===== config.mk =====
export PLATFORM = sky130hd
export DESIGN_NAME = burst_seq
export DESIGN_NICKNAME = d
export VERILOG_FILES = /design/src/rtl/burst_pkg.sv /design/src/rtl/burst_profile_dec.sv /design/src/rtl/burst_addr_gen.sv /design/src/rtl/burst_line_rom.sv /design/src/rtl/burst_seq.sv
export SDC_FILE = /design/constraint.sdc
export NUM_CORES = 1
export LEC_CHECK = 0
export ABC_AREA = 1
export BUFFER_PORTS_ARGS = -buffer_cell sky130_fd_sc_hd__buf_4
export CAP_MARGIN = 25
export CORE_ASPECT_RATIO = 1.5
export CORE_UTILIZATION = 35
export DETAILED_ROUTE_END_ITERATION = 12
export PLACE_DENSITY = 0.58
export REMOVE_ABC_BUFFERS = 1
export SYNTH_ARGS = -nofsm -noshare
export SYNTH_HDL_FRONTEND = slang
export SYNTH_SLANG_ARGS = --single-unit

===== constraint.sdc =====
create_clock -name clk -period 1.77 [get_ports clk]
set_input_delay 0.531 -clock clk [delete_from_list [all_inputs] [get_ports clk]]
set_output_delay 0.531 -clock clk [all_outputs]
set_load 0.02 [all_outputs]

===== src/rtl/burst_pkg.sv =====
package burst_pkg;

    localparam int DATA_W = 32;

    typedef enum logic {
        ST_IDLE = 1'b0,
        ST_RUN  = 1'b1
    } seq_state_e;

    // Content model of the array: the word at byte address a holds {~a, a}
    function automatic logic [DATA_W-1:0] line_word(input logic [15:0] a);
        return {~a, a};
    endfunction

endpackage


===== src/rtl/burst_profile_dec.sv =====
module burst_profile_dec #(
    parameter int CW          = 2,
    parameter int LEAD_SHORT  = 2,
    parameter int LEAD_LONG   = 3,
    parameter int FOLLOW_FAST = 1,
    parameter int FOLLOW_SLOW = 2
) (
    input  logic [1:0]    sel,
    output logic [CW-1:0] lead,
    output logic [CW-1:0] follow
);
    // bit 0 picks the leadoff, bit 1 picks the per-word latency
    always_comb begin
        lead   = sel[0] ? CW'(LEAD_LONG)   : CW'(LEAD_SHORT);
        follow = sel[1] ? CW'(FOLLOW_SLOW) : CW'(FOLLOW_FAST);
    end
endmodule


===== src/rtl/burst_addr_gen.sv =====
module burst_addr_gen #(
    parameter int AW = 16
) (
    input  logic [AW-5:0] line_base,
    input  logic [1:0]    first_word,
    input  logic [1:0]    beat,
    output logic [AW-1:0] word_addr
);
    // interleaved order: the beat number toggles bits of the starting word index
    always_comb begin
        word_addr = {line_base, first_word ^ beat, 2'b00};
    end
endmodule


===== src/rtl/burst_line_rom.sv =====
module burst_line_rom
    import burst_pkg::*;
#(
    parameter int AW = 16
) (
    input  logic              clk,
    input  logic              rst_n,
    input  logic              rd_en,
    input  logic [AW-1:0]     rd_addr,
    output logic [DATA_W-1:0] rd_data_q
);
    logic [DATA_W-1:0] rd_data_d;

    always_comb begin
        rd_data_d = rd_data_q;
        if (rd_en) begin
            rd_data_d = line_word(rd_addr[15:0]);
        end
    end

    always_ff @(posedge clk or negedge rst_n) begin
        if (!rst_n) begin
            rd_data_q <= '0;
        end else begin
            rd_data_q <= rd_data_d;
        end
    end
endmodule


===== src/rtl/burst_seq.sv =====
module burst_seq
    import burst_pkg::*;
#(
    parameter int AW = 16,
    parameter int CW = 2
) (
    input  logic              clk,
    input  logic              rst_n,
    input  logic              req,
    input  logic [AW-1:0]     start_addr,
    input  logic [1:0]        prof_sel,
    output logic              busy,
    output logic              rdy,
    output logic              done,
    output logic [AW-1:0]     rd_addr,
    output logic [DATA_W-1:0] rd_data
);
    localparam int LINE_W = AW - 4;

    typedef struct packed {
        seq_state_e      st;
        logic [CW-1:0]   cnt;
        logic [1:0]      beat;
        logic [LINE_W-1:0] base;
        logic [1:0]      w0;
        logic [CW-1:0]   fol;
        logic            rdy;
        logic            done;
        logic [AW-1:0]   addr;
    } seq_t;

    seq_t s_d, s_q;

    logic [CW-1:0] lead_lat;
    logic [CW-1:0] fol_lat;
    logic [AW-1:0] cur_addr;
    logic          emit;
    logic [1:0]    unused_lo;

    assign unused_lo = start_addr[1:0];

    burst_profile_dec #(.CW(CW)) u_prof (
        .sel    (prof_sel),
        .lead   (lead_lat),
        .follow (fol_lat)
    );

    burst_addr_gen #(.AW(AW)) u_agen (
        .line_base  (s_q.base),
        .first_word (s_q.w0),
        .beat       (s_q.beat),
        .word_addr  (cur_addr)
    );

    burst_line_rom #(.AW(AW)) u_rom (
        .clk       (clk),
        .rst_n     (rst_n),
        .rd_en     (emit),
        .rd_addr   (cur_addr),
        .rd_data_q (rd_data)
    );

    always_comb begin
        s_d      = s_q;
        s_d.rdy  = 1'b0;
        s_d.done = 1'b0;
        emit     = 1'b0;
        case (s_q.st)
            ST_IDLE: begin
                if (req) begin
                    s_d.st   = ST_RUN;
                    s_d.cnt  = lead_lat - CW'(1);
                    s_d.beat = 2'd0;
                    s_d.base = start_addr[AW-1:4];
                    s_d.w0   = start_addr[3:2];
                    s_d.fol  = fol_lat;
                end
            end
            default: begin
                if (s_q.cnt == '0) begin
                    emit     = 1'b1;
                    s_d.rdy  = 1'b1;
                    s_d.addr = cur_addr;
                    s_d.beat = s_q.beat + 2'd1;
                    s_d.cnt  = s_q.fol - CW'(1);
                    if (s_q.beat == 2'd3) begin
                        s_d.done = 1'b1;
                        s_d.st   = ST_IDLE;
                    end
                end else begin
                    s_d.cnt = s_q.cnt - CW'(1);
                end
            end
        endcase
    end

    always_ff @(posedge clk or negedge rst_n) begin
        if (!rst_n) begin
            s_q <= '{st: ST_IDLE, default: '0};
        end else begin
            s_q <= s_d;
        end
    end

    assign busy    = (s_q.st == ST_RUN);
    assign rdy     = s_q.rdy;
    assign done    = s_q.done;
    assign rd_addr = s_q.addr;


    done_has_rdy_chk: assert property (@(posedge clk) disable iff (!rst_n)
        done |-> rdy);


    rdy_in_burst_chk: assert property (@(posedge clk) disable iff (!rst_n)
        $rose(rdy) |-> $past(busy));


    rdy_line_chk: assert property (@(posedge clk) disable iff (!rst_n)
        rdy |-> (rd_addr[AW-1:4] == s_q.base && rd_addr[1:0] == 2'b00));


    line_hold_chk: assert property (@(posedge clk) disable iff (!rst_n)
        busy |=> $stable(s_q.base) && $stable(s_q.w0) && $stable(s_q.fol));


    last_word_chk: assert property (@(posedge clk) disable iff (!rst_n)
        done |-> rd_addr[3:2] == (s_q.w0 ^ 2'd3));


    data_match_chk: assert property (@(posedge clk) disable iff (!rst_n)
        rdy |-> rd_data == line_word(rd_addr[15:0]));
endmodule


==> flow_summary.yaml <==
timing:
  finalCritPeriodShare_pct: 82.0
  finalSetupViolations: 0
  worst_pin_slew_ns: 0.651
  max_freq_mhz: 689
  final_max_slew_viol_count: 0
  slew_headroom_pct: 56.6
  tns_ns: 0
  period_minus_slack_ns: 1.45
  rsz0062_at_grt: "false"
  hold_violations: 0
  fin_skew_ns: 0.00561
  fin_ws_ns: 0.318
layout:
  drive_gt1_share_pct: 32.4
  stdcell_count: 349
  design_area_sq_um: 2690
  fillers: 636
  n_antenna_cell: 0
  area.growth.synth_to_final_pct: 16.8
  nNetsFinal: 296
worst_setup_path:
  slowest_stage: "dfrtp_1"
  required_ns: 1.24
  cp_max_fo: 5
  cpPeakStageDelay_ns: 0.44
  cp-startpoint: "busy$_DFF_PN0_"
  path_delay_family: "flip-flops"
  arrival_ns: 0.92
  endpoint_kind: "primary output"
  critPathBufInv: 1
  worstSetupPathType: "reg2out"
  crit_path_cell_trace: "buf_4"
  reg2reg_from: "s_q[36]$_DFFE_PN0P_"
  critPathLaunchType: "flop"
floorplan:
  start_util_pct: 36.7
  fp.dieW_um: 68.2
  dieArea_sq_um: 6910
  die_h_um: 101
  core_area_sq_um: 6260
  io_pins: 72
  rows: 35
power_and_ir_drop:
  p_leak_nw: 1.42
  power_density_nw_per_um2: 2060
  vdd_ir_drop_max_mv: 0.663
  finalPower_mw: 5.53
global_route:
  grt_max_degree: 53
  grt_pass1_wl_um: 6990
  grtUsageTotal_pct: 13.8
  grt_pass1_vias: 1478
  antenna_found_initial: 0
  overflow: 0
logic_synthesis:
  syn_inst: 238
  synth_area_leaders: "dfrtp_1 57%, nand2_1 16%, buf_4 11%"
  ys_seq_area_share_pct: 56.6
  synth_seq_cells: 52
  yosysUniqueCellTypes: 23
  synth_area_sq_um: 2300
  yosys.area.top_type: "dfrtp_1"
  synth_area_per_cell_sq_um: 9.66
  synth_top_area_share_pct: 56.6
  ys_warn_count: 0
detailed_routing:
  vias: 1533
  drtIter0Drc: 68
  wirelength_um: 4280
  drcViolationCount: 0
  wl_per_cell_um: 12.3
  vias_per_cell: 4.39
  ant_nets: 0
  dr.pass1.iters: 3
clock_network:
  cts_tree: "yes"
  htreeDepth: 2
  cts_setup_buffers: 0
  clk_path_buf_depth: 2
  root_buffer: "clkbuf_8"
  numCtsBuffers: 5
  cts_resized: 0
  cts.sinks: 52
  clock_latency_ns: 0.30
  cts-hold-fix-buffers: 0
  clkTransAtPathRegs_ns: 0.10
place:
  dp_cells: 341
  port_buffers: 65
  hpwlAfterDp_um: 2820
  gp_congestion: 0.708
  dp_slack_ns: 0.369
  placed_area_sq_um: 2570
run_status:
  status: "complete, no violations"
run:
  cap_violations: 0
worst_hold_path:
  hp-class: "in2async"
worst reg2reg max path, cell delays in order (launching register included):
cell     delay (ns)
dfrtp_1        0.39
inv_1          0.11
nand3_2        0.22
inv_4          0.31
nand2_1        0.12
o21a_1         0.12
worst paths after layout:
check | to | slack (ns) | cells past startpoint
worst max-delay path | busy | 0.32 | 1
worst min-delay path | u_rom.rd_data_q[24]$_DFFE_PN0P_ | 0.24 | 1
worst max register to register | u_rom.rd_data_q[2]$_DFFE_PN0P_ | 0.39 | 5
worst min register to register | s_q[28]$_DFFE_PN0P_ | 0.49 | 2
max in group asynchronous | u_rom.rd_data_q[18]$_DFFE_PN0P_ | 1.08 | 1
min in group clk | s_q[25]$_DFFE_PN0P_ | 0.41 | 3
per-stage QoR:
step / hold slack [ns] / utilization (%)
after floorplan: 0.235 / -
after global placement: 0.464 / 41.1
after detailed placement: 0.465 / 41.1
after CTS: 0.273 / 42.9
after global routing: 0.298 / 42.9
final: 0.243 / 42.9
synth_stat cells:
master,count
nor2_1,3
conb_1,1
inv_4,1
ha_1,1
buf_2,2
nand4_1,1
o21a_1,10
o211ai_1,1
nand2_2,2
buf_8,2
o21ai_1,4
inv_2,3
dfrtp_1,52
o21ai_0,2
buf_4,33
nand2_1,95
or2_2,2
nand3_2,2
xnor2_1,2
inv_1,9
nand3_1,1
o21ai_2,5
buf_6,4
power by group:
part | leakage [nW] | total [mW] | switching [mW] | internal [mW]
Clock | 0.0558 | 0.817 | 0.389 | 0.428
Combinational | 0.737 | 2.62 | 1.55 | 1.07
Sequential | 0.625 | 2.09 | 0.352 | 1.73
Total | 1.42 | 5.53 | 2.30 | 3.23
final cells by class:
cell class	instances	area [sq um]	share of cell area, %
Clock buffer	6	72.6	2.70
Clock inverter	2	38.8	1.44
Inverter	13	51.3	1.91
Multi-Input combinational cell	135	626	23.3
Sequential cell	52	1300	48.5
Tap cell	74	92.6	3.45
Timing Repair Buffer	67	503	18.7
per-layer routing:
metal | vias to the layer above | GRT usage, % | part of all wire [%]
met5 | - | 0 | 0
met4 | 0 | 5.29 | 1.9
met3 | 5 | 2.70 | 4.1
met2 | 38 | 23.4 | 52
met1 | 730 | 17.0 | 42
li1 | 760 | - | -
cells in the final DEF, fill, tap and decap left out, types with 2 or more instances in the layout:
cell type	Yosys	layout
buf_4	33	67
clkbuf_8	0	5
conb_1	1	4
dfrtp_1	52	52
inv_1	9	9
inv_2	3	3
nand2_1	95	95
nand2_2	2	2
nand3_2	2	2
nor2_1	3	3
o21a_1	10	10
o21ai_0	2	2
o21ai_1	4	4
o21ai_2	5	5
or2_2	2	2
xnor2_1	2	2
sequential cells by signal, indices dropped and copies added (netlist names):
name	count
u_rom.rd_data_q	29
rdy	1
s_q	20
busy	1
done	1
cell families (layout without fill, tap and decap cells):
family	after synthesis	after routing	synth area share, %
simple gates	106	106	18.4
buf+inv	54	88	16.7
flops	52	52	56.6
compound gates	22	22	6.80
xor+xnor	2	2	0.762
fa+ha+maj	1	1	0.544
other cells	1	4	0.163
Power figures use the tool's default switching activity.
